File: src/rtl/fps_pkg.sv
`timescale 1ns/1ps
// Shared definitions for the frame-pulse serial master.
// Assumes frames are never narrower than FPS_MIN_BITS.
package fps_pkg;
    localparam int unsigned FPS_MIN_BITS = 4;

    // Sequencer state: waiting, clocking a frame, enforcing the single-mode gap
    typedef enum logic [1:0] {
        ENG_IDLE = 2'd0,
        ENG_RUN  = 2'd1,
        ENG_GAP  = 2'd2
    } eng_state_t;
endpackage

File: src/rtl/fps_fifo.sv
`timescale 1ns/1ps
// Synchronous show-ahead queue.
// Does: stores WIDTH-bit words, presents the oldest at rdata, reports level.
// Assumes: push while full and pop while empty are ignored.
module fps_fifo #(
    parameter int unsigned WIDTH = 16,
    parameter int unsigned DEPTH = 8
) (
    input  logic                           clk,
    input  logic                           rst_n,
    input  logic                           push,
    input  logic [WIDTH-1:0]               wdata,
    input  logic                           pop,
    output logic [WIDTH-1:0]               rdata,
    output logic                           full,
    output logic                           empty,
    output logic [$clog2(DEPTH+1)-1:0]     level
);
    localparam int unsigned AW = (DEPTH > 1) ? $clog2(DEPTH) : 1;
    localparam int unsigned CW = $clog2(DEPTH+1);

    logic [WIDTH-1:0] mem [DEPTH];
    logic [AW-1:0]    wr_ptr_q, rd_ptr_q;
    logic [CW-1:0]    level_q;
    logic             do_push, do_pop;

    assign full    = (level_q == CW'(DEPTH));
    assign empty   = (level_q == '0);
    assign level   = level_q;
    assign rdata   = mem[rd_ptr_q];
    assign do_push = push && !full;
    assign do_pop  = pop && !empty;

    // Storage write; the array is not reset
    always_ff @(posedge clk) begin
        if (do_push) mem[wr_ptr_q] <= wdata;
    end

    // Pointer and occupancy tracking
    always_ff @(posedge clk) begin
        if (!rst_n) begin
            wr_ptr_q <= '0;
            rd_ptr_q <= '0;
            level_q  <= '0;
        end else begin
            if (do_push) wr_ptr_q <= (wr_ptr_q == AW'(DEPTH-1)) ? '0 : wr_ptr_q + 1'b1;
            if (do_pop)  rd_ptr_q <= (rd_ptr_q == AW'(DEPTH-1)) ? '0 : rd_ptr_q + 1'b1;
            if (do_push && !do_pop)      level_q <= level_q + 1'b1;
            else if (do_pop && !do_push) level_q <= level_q - 1'b1;
        end
    end

    AST_FULL_PUSH_DROPPED: assert property (@(posedge clk) disable iff (!rst_n)
        (push && full && !pop) |=> (level_q == $past(level_q)));
    AST_LEVEL_BOUND: assert property (@(posedge clk) disable iff (!rst_n)
        level_q <= CW'(DEPTH));
endmodule

File: src/rtl/fps_dma_req.sv
`timescale 1ns/1ps
// Level-based DMA request generation for both queues.
// Does: asks for refill when the transmit queue is at most half full and
// for draining when the receive queue is at least half full.
// Assumes: DEPTH is even; requests are level signals, not pulses.
module fps_dma_req #(
    parameter int unsigned DEPTH = 8
) (
    input  logic                       clk,
    input  logic                       rst_n,
    input  logic                       tx_en,
    input  logic                       rx_en,
    input  logic [$clog2(DEPTH+1)-1:0] tx_level,
    input  logic [$clog2(DEPTH+1)-1:0] rx_level,
    output logic                       tx_req,
    output logic                       rx_req
);
    localparam int unsigned CW   = $clog2(DEPTH+1);
    localparam int unsigned HALF = DEPTH / 2;

    // Threshold compare, gated by each enable
    always_comb begin
        tx_req = tx_en && (tx_level <= CW'(HALF));
        rx_req = rx_en && (rx_level >= CW'(HALF));
    end

    AST_TX_REQ_GATED: assert property (@(posedge clk) disable iff (!rst_n)
        tx_req |-> (tx_en && tx_level <= CW'(HALF)));
    AST_RX_REQ_GATED: assert property (@(posedge clk) disable iff (!rst_n)
        rx_req |-> (rx_en && rx_level >= CW'(HALF)));
endmodule

File: src/rtl/fps_engine.sv
`timescale 1ns/1ps
// Frame sequencer, clock divider and shifters.
// Does: divides clk into sclk, pulses fsync for one period at frame start,
// shifts words out MSB first on rising sclk, samples rxd on falling sclk,
// and chains frames in continuous mode.
// Assumes: tx_data is show-ahead; tx_pop and rx_push are single-cycle strobes.
module fps_engine
    import fps_pkg::*;
#(
    parameter int unsigned DATA_W = 16,
    parameter int unsigned DIV_W  = 8
) (
    input  logic                         clk,
    input  logic                         rst_n,
    input  logic                         en,
    input  logic                         continuous,
    input  logic [$clog2(DATA_W+1)-1:0]  cfg_bits,
    input  logic [DIV_W-1:0]             cfg_div,
    input  logic                         tx_empty,
    input  logic [DATA_W-1:0]            tx_data,
    output logic                         tx_pop,
    output logic                         rx_push,
    output logic [DATA_W-1:0]            rx_data,
    input  logic                         rxd,
    output logic                         sclk,
    output logic                         fsync,
    output logic                         txd,
    output logic                         txd_oe
);
    localparam int unsigned BW = $clog2(DATA_W+1);
    localparam int unsigned IW = $clog2(DATA_W);

    eng_state_t        state_q;
    logic              sclk_q, fs_q, oe_q, txd_q, dphase_q, gap_half_q;
    logic [DATA_W-1:0] sh_q, rx_sh_q, rx_sh_next, rx_mask;
    logic [BW-1:0]     nbits_q, rx_n_q, bit_left_q, rx_cnt_q, width_req;
    logic [DIV_W-1:0]  div_cnt_q, div_last;
    logic [IW-1:0]     msb_idx;
    logic              half_tick, rise_ev, fall_ev, start_frame, chain;

    // Clamp the requested width into the legal range
    always_comb begin
        if (cfg_bits < BW'(FPS_MIN_BITS))  width_req = BW'(FPS_MIN_BITS);
        else if (cfg_bits > BW'(DATA_W))   width_req = BW'(DATA_W);
        else                               width_req = cfg_bits;
    end

    // Divider terminal count; zero behaves as one
    always_comb begin
        div_last  = (cfg_div == '0) ? '0 : cfg_div - 1'b1;
        half_tick = (div_cnt_q >= div_last);
    end

    // Event decode for the current cycle
    always_comb begin
        rise_ev     = (state_q == ENG_RUN) && half_tick && !sclk_q;
        fall_ev     = (state_q == ENG_RUN) && half_tick && sclk_q;
        start_frame = (state_q == ENG_IDLE) && en && !tx_empty;
        chain       = rise_ev && (bit_left_q == BW'(1)) && continuous && en && !tx_empty;
        tx_pop      = start_frame || chain;
        msb_idx     = IW'(nbits_q - 1'b1);
    end

    // Receive word assembly and right-justified masking
    always_comb begin
        rx_sh_next = {rx_sh_q[DATA_W-2:0], rxd};
        for (int i = 0; i < DATA_W; i++) rx_mask[i] = (i < int'(rx_n_q));
        rx_data = rx_sh_next & rx_mask;
        rx_push = fall_ev && dphase_q && (rx_cnt_q == rx_n_q - 1'b1);
    end

    // Main sequencer: divider, pin registers, shifters
    always_ff @(posedge clk) begin
        if (!rst_n) begin
            state_q    <= ENG_IDLE;
            sclk_q     <= 1'b0;
            fs_q       <= 1'b0;
            oe_q       <= 1'b0;
            txd_q      <= 1'b0;
            dphase_q   <= 1'b0;
            gap_half_q <= 1'b0;
            sh_q       <= '0;
            rx_sh_q    <= '0;
            nbits_q    <= BW'(FPS_MIN_BITS);
            rx_n_q     <= BW'(FPS_MIN_BITS);
            bit_left_q <= '0;
            rx_cnt_q   <= '0;
            div_cnt_q  <= '0;
        end else begin
            unique case (state_q)
                ENG_IDLE: begin
                    if (start_frame) begin
                        state_q    <= ENG_RUN;
                        sclk_q     <= 1'b1;
                        fs_q       <= 1'b1;
                        sh_q       <= tx_data;
                        nbits_q    <= width_req;
                        bit_left_q <= width_req;
                        div_cnt_q  <= '0;
                        dphase_q   <= 1'b0;
                        rx_cnt_q   <= '0;
                    end
                end
                ENG_RUN: begin
                    if (!half_tick) begin
                        div_cnt_q <= div_cnt_q + 1'b1;
                    end else begin
                        div_cnt_q <= '0;
                        if (sclk_q) begin
                            sclk_q <= 1'b0;
                            if (dphase_q) begin
                                rx_sh_q  <= rx_sh_next;
                                rx_cnt_q <= (rx_cnt_q == rx_n_q - 1'b1) ? '0 : rx_cnt_q + 1'b1;
                            end
                        end else if (bit_left_q != '0) begin
                            sclk_q     <= 1'b1;
                            fs_q       <= 1'b0;
                            oe_q       <= 1'b1;
                            dphase_q   <= 1'b1;
                            txd_q      <= sh_q[msb_idx];
                            sh_q       <= {sh_q[DATA_W-2:0], 1'b0};
                            bit_left_q <= bit_left_q - 1'b1;
                            if (bit_left_q == nbits_q) rx_n_q <= nbits_q;
                            if (chain) begin
                                fs_q       <= 1'b1;
                                sh_q       <= tx_data;
                                nbits_q    <= width_req;
                                bit_left_q <= width_req;
                            end
                        end else begin
                            state_q    <= ENG_GAP;
                            oe_q       <= 1'b0;
                            txd_q      <= 1'b0;
                            fs_q       <= 1'b0;
                            dphase_q   <= 1'b0;
                            gap_half_q <= 1'b0;
                        end
                    end
                end
                ENG_GAP: begin
                    if (!half_tick) begin
                        div_cnt_q <= div_cnt_q + 1'b1;
                    end else begin
                        div_cnt_q  <= '0;
                        gap_half_q <= 1'b1;
                        if (gap_half_q) state_q <= ENG_IDLE;
                    end
                end
                default: state_q <= ENG_IDLE;
            endcase
        end
    end

    assign sclk   = sclk_q;
    assign fsync  = fs_q;
    assign txd    = txd_q;
    assign txd_oe = oe_q;

    AST_QUIET_WHEN_STOPPED: assert property (@(posedge clk) disable iff (!rst_n)
        (state_q != ENG_RUN) |-> (!sclk_q && !fs_q && !oe_q));
    AST_FS_RISES_WITH_CLK: assert property (@(posedge clk) disable iff (!rst_n)
        $rose(fs_q) |-> $rose(sclk_q));
    AST_FS_ENDS_ON_RISE: assert property (@(posedge clk) disable iff (!rst_n)
        $fell(fs_q) |-> ($rose(sclk_q) && oe_q));
    AST_RX_DURING_DATA: assert property (@(posedge clk) disable iff (!rst_n)
        rx_push |-> (oe_q && sclk_q));
    AST_POP_HAS_DATA: assert property (@(posedge clk) disable iff (!rst_n)
        tx_pop |-> (!tx_empty && en));
endmodule

File: src/rtl/fps_master.sv
`timescale 1ns/1ps
// Frame-pulse synchronous serial master (top).
// Does: joins the transmit and receive queues, the frame sequencer and the
// DMA request logic, and keeps the sticky receive-overrun flag.
// Assumes: a single clock domain; rxd is already synchronous to clk.
module fps_master #(
    parameter int unsigned DATA_W     = 16,
    parameter int unsigned FIFO_DEPTH = 8,
    parameter int unsigned DIV_W      = 8
) (
    input  logic                         clk,
    input  logic                         rst_n,
    input  logic                         cfg_enable,
    input  logic                         cfg_continuous,
    input  logic [$clog2(DATA_W+1)-1:0]  cfg_frame_bits,
    input  logic [DIV_W-1:0]             cfg_half_div,
    input  logic                         cfg_tx_dma_en,
    input  logic                         cfg_rx_dma_en,
    input  logic                         tx_wr_en,
    input  logic [DATA_W-1:0]            tx_wr_data,
    output logic                         tx_full,
    input  logic                         rx_rd_en,
    output logic [DATA_W-1:0]            rx_rd_data,
    output logic                         rx_empty,
    output logic                         rx_overrun,
    input  logic                         rx_ovr_clr,
    output logic                         tx_dma_req,
    output logic                         rx_dma_req,
    output logic                         sclk,
    output logic                         fsync,
    output logic                         txd,
    output logic                         txd_oe,
    input  logic                         rxd
);
    localparam int unsigned CW = $clog2(FIFO_DEPTH+1);

    logic              tx_empty, tx_pop, rx_push, rx_full, ovr_q;
    logic [DATA_W-1:0] tx_head, rx_word;
    logic [CW-1:0]     tx_level, rx_level;

    fps_fifo #(.WIDTH(DATA_W), .DEPTH(FIFO_DEPTH)) u_tx_fifo (
        .clk(clk), .rst_n(rst_n),
        .push(tx_wr_en), .wdata(tx_wr_data), .pop(tx_pop),
        .rdata(tx_head), .full(tx_full), .empty(tx_empty), .level(tx_level)
    );

    fps_fifo #(.WIDTH(DATA_W), .DEPTH(FIFO_DEPTH)) u_rx_fifo (
        .clk(clk), .rst_n(rst_n),
        .push(rx_push), .wdata(rx_word), .pop(rx_rd_en),
        .rdata(rx_rd_data), .full(rx_full), .empty(rx_empty), .level(rx_level)
    );

    fps_engine #(.DATA_W(DATA_W), .DIV_W(DIV_W)) u_engine (
        .clk(clk), .rst_n(rst_n),
        .en(cfg_enable), .continuous(cfg_continuous),
        .cfg_bits(cfg_frame_bits), .cfg_div(cfg_half_div),
        .tx_empty(tx_empty), .tx_data(tx_head), .tx_pop(tx_pop),
        .rx_push(rx_push), .rx_data(rx_word), .rxd(rxd),
        .sclk(sclk), .fsync(fsync), .txd(txd), .txd_oe(txd_oe)
    );

    fps_dma_req #(.DEPTH(FIFO_DEPTH)) u_dma (
        .clk(clk), .rst_n(rst_n),
        .tx_en(cfg_tx_dma_en), .rx_en(cfg_rx_dma_en),
        .tx_level(tx_level), .rx_level(rx_level),
        .tx_req(tx_dma_req), .rx_req(rx_dma_req)
    );

    // Sticky overrun: set on a dropped receive frame, cleared on request
    always_ff @(posedge clk) begin
        if (!rst_n)                  ovr_q <= 1'b0;
        else if (rx_push && rx_full) ovr_q <= 1'b1;
        else if (rx_ovr_clr)         ovr_q <= 1'b0;
    end

    assign rx_overrun = ovr_q;

    AST_OVR_SETS: assert property (@(posedge clk) disable iff (!rst_n)
        (rx_push && rx_full) |=> rx_overrun);
    AST_OVR_STICKY: assert property (@(posedge clk) disable iff (!rst_n)
        (rx_overrun && !rx_ovr_clr) |=> rx_overrun);
    AST_TX_REQ_OFF: assert property (@(posedge clk) disable iff (!rst_n)
        !cfg_tx_dma_en |-> !tx_dma_req);
endmodule

File: config.mk
export PLATFORM = sky130hd
export DESIGN_NAME = fps_master
export DESIGN_NICKNAME = d
export VERILOG_FILES = /design/src/rtl/fps_pkg.sv /design/src/rtl/fps_fifo.sv /design/src/rtl/fps_dma_req.sv /design/src/rtl/fps_engine.sv /design/src/rtl/fps_master.sv
export SDC_FILE = /design/constraint.sdc
export NUM_CORES = 1
export LEC_CHECK = 0
export BUFFER_PORTS_ARGS = -buffer_cell sky130_fd_sc_hd__clkbuf_2
export CAP_MARGIN = 20
export CORE_UTILIZATION = 60
export DETAILED_ROUTE_END_ITERATION = 7
export HOLD_SLACK_MARGIN = 0.12
export PLACE_DENSITY = 0.88
export SLEW_MARGIN = 20
export SYNTH_ARGS = -nofsm -noshare
export SYNTH_HDL_FRONTEND = slang
export SYNTH_SLANG_ARGS = --single-unit
File: constraint.sdc
create_clock -name clk -period 7 [get_ports clk]
set_clock_uncertainty 0.2 [all_clocks]
set_input_delay 1.05 -clock clk [delete_from_list [all_inputs] [get_ports clk]]
set_output_delay 1.05 -clock clk [all_outputs]
set_load 0.005 [all_outputs]
==> results of run 1 <==
==> flip-flops by register name, summed over array words and instances (netlist names), 2 cells and up, named ones only <==
signal               count
u_rx_fifo.level          4
u_engine.sh_q           16
u_engine.rx_sh_q        15
u_rx_fifo.rd_ptr_q       3
u_engine.rx_cnt_q        5
u_tx_fifo.mem          128
u_engine.bit_left_q      5
u_engine.rx_n_q          5
u_rx_fifo.wr_ptr_q       3
u_engine.nbits_q         5
u_tx_fifo.level          4
u_tx_fifo.wr_ptr_q       3
u_rx_fifo.mem          128
u_tx_fifo.rd_ptr_q       3
u_engine.div_cnt_q       8
u_engine.state_q         2
==> worst max-delay path, delay by kind of cell <==
kind,cells,cell delay (ns)
AOI/OAI and AO/OA,6,1.12
xor gates and xnor gates,1,0.10
and+or+nand+nor,7,1.98
adders and majority gates,3,0.76
buffers and inverters,4,0.70
==> layout by cell type, fill, tap and decap left out, types with 11 or more instances in the layout <==
cell       count
clkbuf_16     36
xor2_1        16
ha_1          34
nor2b_1       11
mux2i_1       42
o21ai_0       28
clkbuf_2      63
a2bb2oi_1     13
nand3_1       16
xnor2_1       16
mux4_2        68
a21oi_1       47
mux2_2        22
nor2_1        71
nand2_1       58
edfxtp_1     256
inv_1         23
buf_4         18
nor3_1        13
dfxtp_1       90
==> path summary, 6_finish.rpt <==
path | start | to | slack (ns) | cells past startpoint
hold / removal | u_engine.sh_q[15] | u_engine.sh_q[15] | 0.26 | 2
setup reg to reg | u_engine.rx_n_q[4] | u_rx_fifo.level[3] | 2.74 | 13
setup / recovery | cfg_half_div[5] | u_rx_fifo.level[3] | 1.53 | 21
hold reg to reg | u_engine.sh_q[15] | u_engine.sh_q[15] | 0.26 | 2
==> logic make-up after synthesis <==
kind of cell | after synthesis
mux | 132
flops | 350
fa+ha+maj | 36
simple gates | 226
compound gates | 139
xor+xnor | 32
buf+inv | 69
==> stage by stage <==
| stage | util | setup slack [ns] | hold WS, ns | instances | power, mW |
|---|---|---|---|---|---|
| final | 0.6888 | 1.526 | 0.2563 | 1408 | 5.344 |
| after global routing | 0.6888 | 1.199 | 0.2711 | 1408 | 5.560 |
| after CTS | 0.6888 | 1.556 | 0.2560 | 1408 | 5.362 |
| after detailed placement | 0.6422 | 1.082 | 0.2476 | 1344 | 3.536 |
| after global placement | 0.6422 | 1.285 | 0.2390 | 1344 | 3.496 |
| after floorplan | - | 1.056 | 0.2290 | 984 | 3.273 |
==> power breakdown <==
| group | switching, mW | internal (mW) | total (mW) |
|---|---|---|---|
| registers | 0.129 | 2.34 | 2.47 |
| logic | 0.573 | 0.477 | 1.05 |
| clock network | 0.787 | 1.04 | 1.83 |
| total | 1.49 | 3.86 | 5.34 |
==> routing by layer <==
metal / wire, um / vias up / global-route usage
li1: - / 3928 / -
met1: 12270 / 4500 / 0.3135
met2: 16680 / 359 / 0.4585
met3: 1896 / 66 / 0.04194
met4: 664 / 0 / 0.07955
met5: 0 / - / 0
==> area by class of cell <==
type / count / area (um2)
clock inverter: 21 / 192.7
timing repair buffer: 81 / 450.4
multi-input combinational: 565 / 5052
inverter: 24 / 90.09
tap: 324 / 405.4
sequential: 350 / 9574
clock buffer: 43 / 937.1
fill: 1503 / 7546
==> results.cfg, run 1 <==
[outcome]
status = finished, final reports clean

[drt]
firstDrtPassIters = 5
viasPerCell = 6.288
drt_wl_total_mm = 31.51
wl_per_cell_um = 22.38
dr_total_vias = 8853
drtIter0Drc = 726
drc = 0
antenna_left = 0

[pwr]
power.leakage_nw = 5.871
power_density_nw_per_um2 = 320.0
vdd_drop_max_v = 0.0003109

[timing]
slew_headroom = 0.2787
period_minus_slack_ns = 5.474
slew_violations = 0
fin_crit_sh = 0.7819
setup_viol = 0
tightestPinTransition_ns = 1.072
fmax_mhz = 182.7
finalHoldViolCount = 0
tns_ns = 0
rsz0062_at_grt = false

[synthesis]
synth-edff-count = 256
ys.flop_type = edfxtp_1
synth_warnings = 0
ys_top_cells_by_count = edfxtp_1, dfxtp_1, nor2_1
async_flop_share = 0
synth_top_family_by_area = multiplexers
synth_area_per_cell_um2 = 15.02
syn_nets = 1059
synthMuxAreaShare = 0.1488
yosysSeqAreaShare = 0.6474
ys_types = 58
ys_ff_latch = 350
synth_area_leader_cell = edfxtp_1
synth_xor_area_frac = 0.01896
synth_compound_area_frac = 0.06061
synth_area_leaders = edfxtp_1, dfxtp_1, mux4_2, ha_1, mux2i_1
synth_fa_ha_area_frac = 0.03149
synth_top_area_frac = 0.5201
yosysMostFrequentCell = edfxtp_1
syn_inst = 984
syn_area_um2 = 14780
synthSimpleGateAreaFrac = 0.07457

[cells_and_area]
layout-area-overhead-vs-synth_pct = 12.99
nets = 1132
layout-drive-gt1-share = 0.2288
diodes = 0
fin_area_um2 = 16700

[floorplanning]
core_um2 = 24250
start_util = 0.6096
die_area_um2 = 25270
die_h_um = 159.0
row_count = 57
num_io_pins = 64
die_width_um = 159.0

[critical_path]
worstSetupPathType = in2reg
path_cells = clkbuf_2 -> nor4_1 -> nand2_1 -> or3_1 -> and2_1 -> ha_1 -> and3_1 -> o21ai_0 -> a31o_2 -> a211oi_4 -> buf_4 -> nand3b_1 -> inv_1 -> ha_1 -> inv_1 -> ha_1 -> a21o_1 -> a21oi_1 -> xnor2_1 -> or3_1 -> a21oi_1
arrival_ns = 5.71
crit_path_frequent_cell = ha_1
critPathLaunchType = input port
slowest_stage = or3_1
critPathMaxStageDelay_ns = 0.42
required_ns = 7.24
cp-end-kind = flop
cp_max_fo = 19

[min_path]
min-delay-path-class = reg2reg

[clocking]
path_clk_slew_ns = 0.06
clk_latency_ns = 0.53
numCtsBuffers = 35
cts_tree = done
clockRootBuffer = clkbuf_16
cts_max_path_buffers = 3
ctsHtreeMaxLevel = 2
postCtsHoldBufs = 0
cts_sinks = 350
cts_resized = 0
cts_setup_buffers = 0

[placed_design]
io_buffers = 63
placed_cell_area_um2 = 15570
gp_congestion = 0.8356
dpl.hpwl_mm = 18.58

[global_routing]
grt_max_degree = 66
grt_pass1_wl_mm = 49.52
antenna_found_initial = 0
grt_overflow = 0
track_usage = 0.2540
grt_pass1_vias = 9076

[run]
maxCapViolCount = 0
(Power assumes the default switching activity.)
==> run 2: changes to the inputs <==
--- a/config.mk
+++ b/config.mk
@@ -7,10 +7,10 @@
 export LEC_CHECK = 0
 export BUFFER_PORTS_ARGS = -buffer_cell sky130_fd_sc_hd__clkbuf_2
 export CAP_MARGIN = 20
-export CORE_UTILIZATION = 60
+export CORE_UTILIZATION = 55
 export DETAILED_ROUTE_END_ITERATION = 7
 export HOLD_SLACK_MARGIN = 0.12
-export PLACE_DENSITY = 0.88
+export PLACE_DENSITY = 0.85
 export SLEW_MARGIN = 20
 export SYNTH_ARGS = -nofsm -noshare
 export SYNTH_HDL_FRONTEND = slang
==> constraint.sdc (replaced) <==
create_clock -name clk -period 4.67 [get_ports clk]
set_clock_uncertainty 0.2 [all_clocks]
set_input_delay 0.7005 -clock clk [delete_from_list [all_inputs] [get_ports clk]]
set_output_delay 0.7005 -clock clk [all_outputs]
set_load 0.005 [all_outputs]
==> run 2 against run 1 <==
Effect of this change:
- the run now ends with DRC left
- clock power up 45%
- non-clock buffer count up 8
- utilization down 4.7 points
- count of clock-buffer cells in the layout up 2
- sequential cell count unchanged
- critical path depth down 1
- global-route usage down 3.7 points
- critical path type unchanged
- largest cell class unchanged
- highest routed layer unchanged
==> results.cfg, run 2 (same netlist as run 1, synthesis figures left out) <==
[outcome]
status = finished, violations left
violations = DRC

[drt]
firstDrtPassIters = 8
viasPerCell = 6.002
antenna_left = 0
dr_total_vias = 8553
dr_wl_met2_mm = 14.73
drtIter0Drc = 674
maxUsedRoutingLayer = met4
drt_wl_total_mm = 29.31
wl_per_cell_um = 20.57
drt-met1-wl_mm = 12.46
drc = 5
route.met3.wl_mm = 1.567

[critical_path]
required_ns = 4.90
cp-end-kind = flop
worstSetupPathType = in2reg
arrival_ns = 4.50
critPathMaxStageDelay_ns = 0.38
crit_path_frequent_cell = ha_1
critPathLaunchType = input port
path_cells = clkbuf_2 -> nor4_2 -> nand2_1 -> or3_4 -> and2_1 -> ha_1 -> and3_1 -> o21ai_0 -> a31o_2 -> a211oi_4 -> nand3b_1 -> inv_1 -> ha_1 -> inv_1 -> ha_1 -> a21o_1 -> a21oi_1 -> xnor2_1 -> or3_1 -> a21oi_1
reg2reg_depth = 15
slowest_stage = or3_4
cp_max_fo = 6

[floorplanning]
die_h_um = 165.9
die_area_um2 = 27540
row_count = 59
die_width_um = 165.9
start_util = 0.5640
core_um2 = 26210
num_io_pins = 64

[cells_and_area]
most-common-layout-cells = edfxtp_1, dfxtp_1, nor2_1, mux4_2, clkbuf_2
diodes = 0
layout-area-overhead-vs-synth_pct = 13.76
utilization = 0.6417
layout-drive-gt1-share = 0.2358
final_common_cell = edfxtp_1
nets = 1140
largestRegisters = u_rx_fifo.mem: 128 flops, u_tx_fifo.mem: 128 flops, u_engine.sh_q: 16 flops

[pwr]
p_int_mw = 5.772
combPwrFrac = 0.191
total_power_mw = 7.950
power.leakage_nw = 5.883
power_frac_clock = 0.335
power_density_nw_per_um2 = 472.8
sw_frac_of_total = 0.2740
vdd_drop_max_v = 0.0003652
p_switching_mw = 2.178
pwr-share-seq = 0.474

[timing]
setup_viol = 0
tightestPinTransition_ns = 1.072
period_minus_slack_ns = 4.268
rsz0062_at_grt = false
slew_headroom = 0.2830
slew_violations = 0
fmax_mhz = 234.3
finalHoldViolCount = 0
fin_crit_sh = 0.9140

[global_routing]
grt_pass1_wl_mm = 46.92
grt_pass1_vias = 8774
grt_max_degree = 40
antenna_found_initial = 0
grt_overflow = 0
track_usage = 0.2172

[placed_design]
io_buffers = 63
gp_congestion = 0.8396
dpl.hpwl_mm = 17.86

[clocking]
clk_latency_ns = 0.51
clockRootBuffer = clkbuf_16
ctsHtreeMaxLevel = 2
cts_max_path_buffers = 3
numCtsBuffers = 35
postCtsHoldBufs = 0
cts_tree = done
cts_sinks = 350
cts_resized = 0
cts_setup_buffers = 0
path_clk_slew_ns = 0.06

[min_path]
hold-path-cell-count = 1
min-delay-path-class = in2reg

[run]
maxCapViolCount = 0
## run 2: metrics by stage
step           setup TNS (ns)  hold slack (ns)  setup slack [ns]  cell area, um2  cells
5_1_grt                     0           0.2618            0.1342           16820   1425
2_1_floorplan          -5.466           0.2290           -0.1640           14840    984
3_5_place_dp          -0.1332           0.2457           -0.1003           15730   1363
3_3_place_gp                0           0.2383           0.04926           15730   1363
4_1_cts                     0           0.2438            0.4159           16820   1425
6_report                    0           0.2549            0.4018           16820   1425
## run 2: final timing paths
check / slack (ns) / startpoint / to
max: 0.40 / cfg_half_div[5] / u_rx_fifo.level[3]
min: 0.25 / tx_wr_data[1] / u_tx_fifo.mem[2][1]
max reg2reg: 0.98 / u_engine.rx_n_q[1] / u_rx_fifo.level[3]
min reg2reg: 0.27 / u_engine.sh_q[15] / u_engine.sh_q[15]
## run 2: cell type report
cell class,count,area [um2]
Timing Repair Buffer,89,560.5
Fill cell,1749,9390
Tap cell,335,419.2
Multi-Input combinational cell,565,5089
Clock inverter,17,148.9
Clock buffer,45,934.6
Inverter,24,90.09
Sequential cell,350,9574
## run 2: power by group through the flow
| stage | Clock, mW | Combinational, mW | Sequential [mW] |
|---|---|---|---|
| finish | 2.66 | 1.52 | 3.77 |
| global route | 2.82 | 1.67 | 3.80 |
| CTS | 2.70 | 1.53 | 3.77 |
| detailed placement | 0 | 1.50 | 3.83 |
| global placement | 0 | 1.45 | 3.82 |
| floorplan | 0 | 1.22 | 3.68 |
## run 2: worst max-delay path, delay by kind of cell
kind / cells / cell delay (ns)
xor+xnor: 1 / 0.10
simple gates: 7 / 1.56
fa+ha+maj: 3 / 0.71
compound gates: 6 / 1.13
buf+inv: 3 / 0.28
## run 2: routing by layer
layer,vias up,track usage
met5,-,0
met4,0,0.06461
met3,50,0.03480
met2,245,0.3748
met1,4308,0.2846
li1,3950,-
==> run 3: changes to the inputs <==
--- a/config.mk
+++ b/config.mk
@@ -6,7 +6,8 @@
 export NUM_CORES = 1
 export LEC_CHECK = 0
 export BUFFER_PORTS_ARGS = -buffer_cell sky130_fd_sc_hd__clkbuf_2
-export CAP_MARGIN = 20
+export CAP_MARGIN = 30
+export CORE_ASPECT_RATIO = 1.75
 export CORE_UTILIZATION = 55
 export DETAILED_ROUTE_END_ITERATION = 7
 export HOLD_SLACK_MARGIN = 0.12
==> run 3 against run 2 <==
Effect of this change:
- the flow now finishes without violations
- clock power shrank 10%
- sequential cell count did not move
- design area down 0.16%
- utilization fell by 0.79 points
- power shrank 3.0%
- sequential power about the same
- maximum frequency increased by 0.37%
- routed wire length rose by 4.5%
- die area is essentially flat
- highest routed layer is now met5
==> results.cfg, run 3 (same netlist as run 1, synthesis figures left out) <==
[global_routing]
antenna_found_initial = 1
grt_pass1_vias = 9094
grt_overflow = 0
track_usage = 0.2295
grt_max_degree = 38
grt_pass1_wl_mm = 48.26

[timing]
tns_ns = 0
setup_slack_ns = 0.4176
slew_violations = 0
whs_ns = 0.2017
fin_crit_sh = 0.9106
fmax_mhz = 235.2
rsz0062_at_grt = false
period_minus_slack_ns = 4.252
slew_headroom = 0.3452
finalHoldViolCount = 0
setup_viol = 0
tightestPinTransition_ns = 0.9791

[min_path]
hold-path-cell-count = 3
hold_start = rxd
min-delay-path-class = in2reg
holdPathEnd = u_engine.rx_sh_q[0]

[clocking]
postCtsHoldBufs = 0
clk_latency_ns = 0.56
cts_tree = done
cts_setup_buffers = 0
cts_resized = 0
cts_max_path_buffers = 3
cts_sinks = 350
path_clk_slew_ns = 0.07
ctsHtreeMaxLevel = 1
numCtsBuffers = 29
clockRootBuffer = clkbuf_16

[drt]
drc = 0
drtIter0Drc = 603
antenna_left = 0
firstDrtPassIters = 5
dr_total_vias = 8658
wl_per_cell_um = 21.62
drt_wl_total_mm = 30.64
viasPerCell = 6.110

[cells_and_area]
layout-area-overhead-vs-synth_pct = 13.59
most-common-layout-cells = edfxtp_1, dfxtp_1, nor2_1, mux4_2, clkbuf_2
fin_cells = 1417
largestRegisters = u_rx_fifo.mem: 128 flops, u_tx_fifo.mem: 128 flops, u_engine.sh_q: 16 flops
layout-drive-gt1-share = 0.2452
fill_cells = 1841
nets = 1146
final_common_cell = edfxtp_1
diodes = 0

[pwr]
power.leakage_nw = 5.875
vdd_drop_max_v = 0.0005473
total_power_mw = 7.714
power_density_nw_per_um2 = 459.4

[critical_path]
cp_max_fo = 6
r2r-end = u_tx_fifo.level[3]
r2r_start = u_engine.div_cnt_q[0]
critPathMaxStageDelay_ns = 0.34
cp-end-kind = flop
worstSetupPathType = in2reg
worstSetupStartpoint = cfg_half_div[5]
reg2reg_slack_ns = 1.19
required_ns = 4.96
path_cells = clkbuf_2 -> nor4_2 -> nand2_1 -> or3_4 -> buf_4 -> nand2_1 -> ha_1 -> a21oi_1 -> nor2_1 -> a211oi_1 -> buf_4 -> a21oi_2 -> a31o_2 -> nand2_1 -> ha_1 -> inv_1 -> ha_1 -> a21o_1 -> a21oi_1 -> xnor2_1 -> or3_1 -> a21oi_1
slowest_stage = or3_4
critPathLaunchType = input port
arrival_ns = 4.55
reg2reg_depth = 16

[floorplanning]
start_util = 0.5580
die_h_um = 218.9
core_um2 = 26490
num_io_pins = 64
die_area_um2 = 27560
die_width_um = 125.9
row_count = 79

[placed_design]
io_buffers = 63
numPlacedInstances = 1363
place_ws_ns = -0.1361
gp_congestion = 0.8308
dpl.hpwl_mm = 20.20

[outcome]
status = finished, final reports clean

[run]
maxCapViolCount = 0
## run 3: worst max path at each step
stage          depth (start not counted)                   to
4_1_cts                               21   u_tx_fifo.level[3]
3_5_place_dp                          21   u_tx_fifo.level[3]
3_3_place_gp                          20   u_tx_fifo.level[3]
5_1_grt                               22   u_tx_fifo.level[3]
6_report                              22   u_tx_fifo.level[3]
2_1_floorplan                         12  u_rx_fifo.mem[6][0]
## run 3: layout make-up
class                   count  area (um2)  share of cell area
repair buffers            101       689.4             0.04106
clock buffers              37       819.5             0.04881
flip-flops and latches    350        9574              0.5702
well taps                 324       405.4             0.02414
multi-input cells         565        5084              0.3028
inverters                  24       90.09            0.005366
clock inverters            16       127.6            0.007601
## run 3: where the power goes
| part | switching, mW | internal [mW] | total [mW] | leakage, nW |
|---|---|---|---|---|
| sequential | 0.239 | 3.50 | 3.74 | 3.29 |
| combinational | 0.832 | 0.752 | 1.58 | 2.14 |
| clock | 1.12 | 1.27 | 2.39 | 0.452 |
| total | 2.19 | 5.52 | 7.71 | 5.87 |
## run 3: routing by layer
layer / GRT usage / vias up / part of all wire
li1: - / 3955 / -
met1: 0.2360 / 4360 / 0.35
met3: 0.03120 / 77 / 0.046
met4: 0.1141 / 2 / 0.039
met5: 0 / - / 0.00036
met2: 0.4483 / 264 / 0.56
## run 3: critical path, delay by kind of cell
family / cells / cell delay, ns
compound gates: 7 / 1.23
xor+xnor: 1 / 0.09
fa+ha+maj: 3 / 0.68
buf+inv: 4 / 0.55
simple gates: 7 / 1.30
## run 3: metrics by stage
| stage | utilization | cell area (um2) |
|---|---|---|
| 2_1_floorplan | - | 14840 |
| 3_5_place_dp | 0.5976 | 15830 |
| 3_3_place_gp | 0.5952 | 15770 |
| 4_1_cts | 0.6334 | 16780 |
| 5_1_grt | 0.6338 | 16790 |
| 6_report | 0.6338 | 16790 |
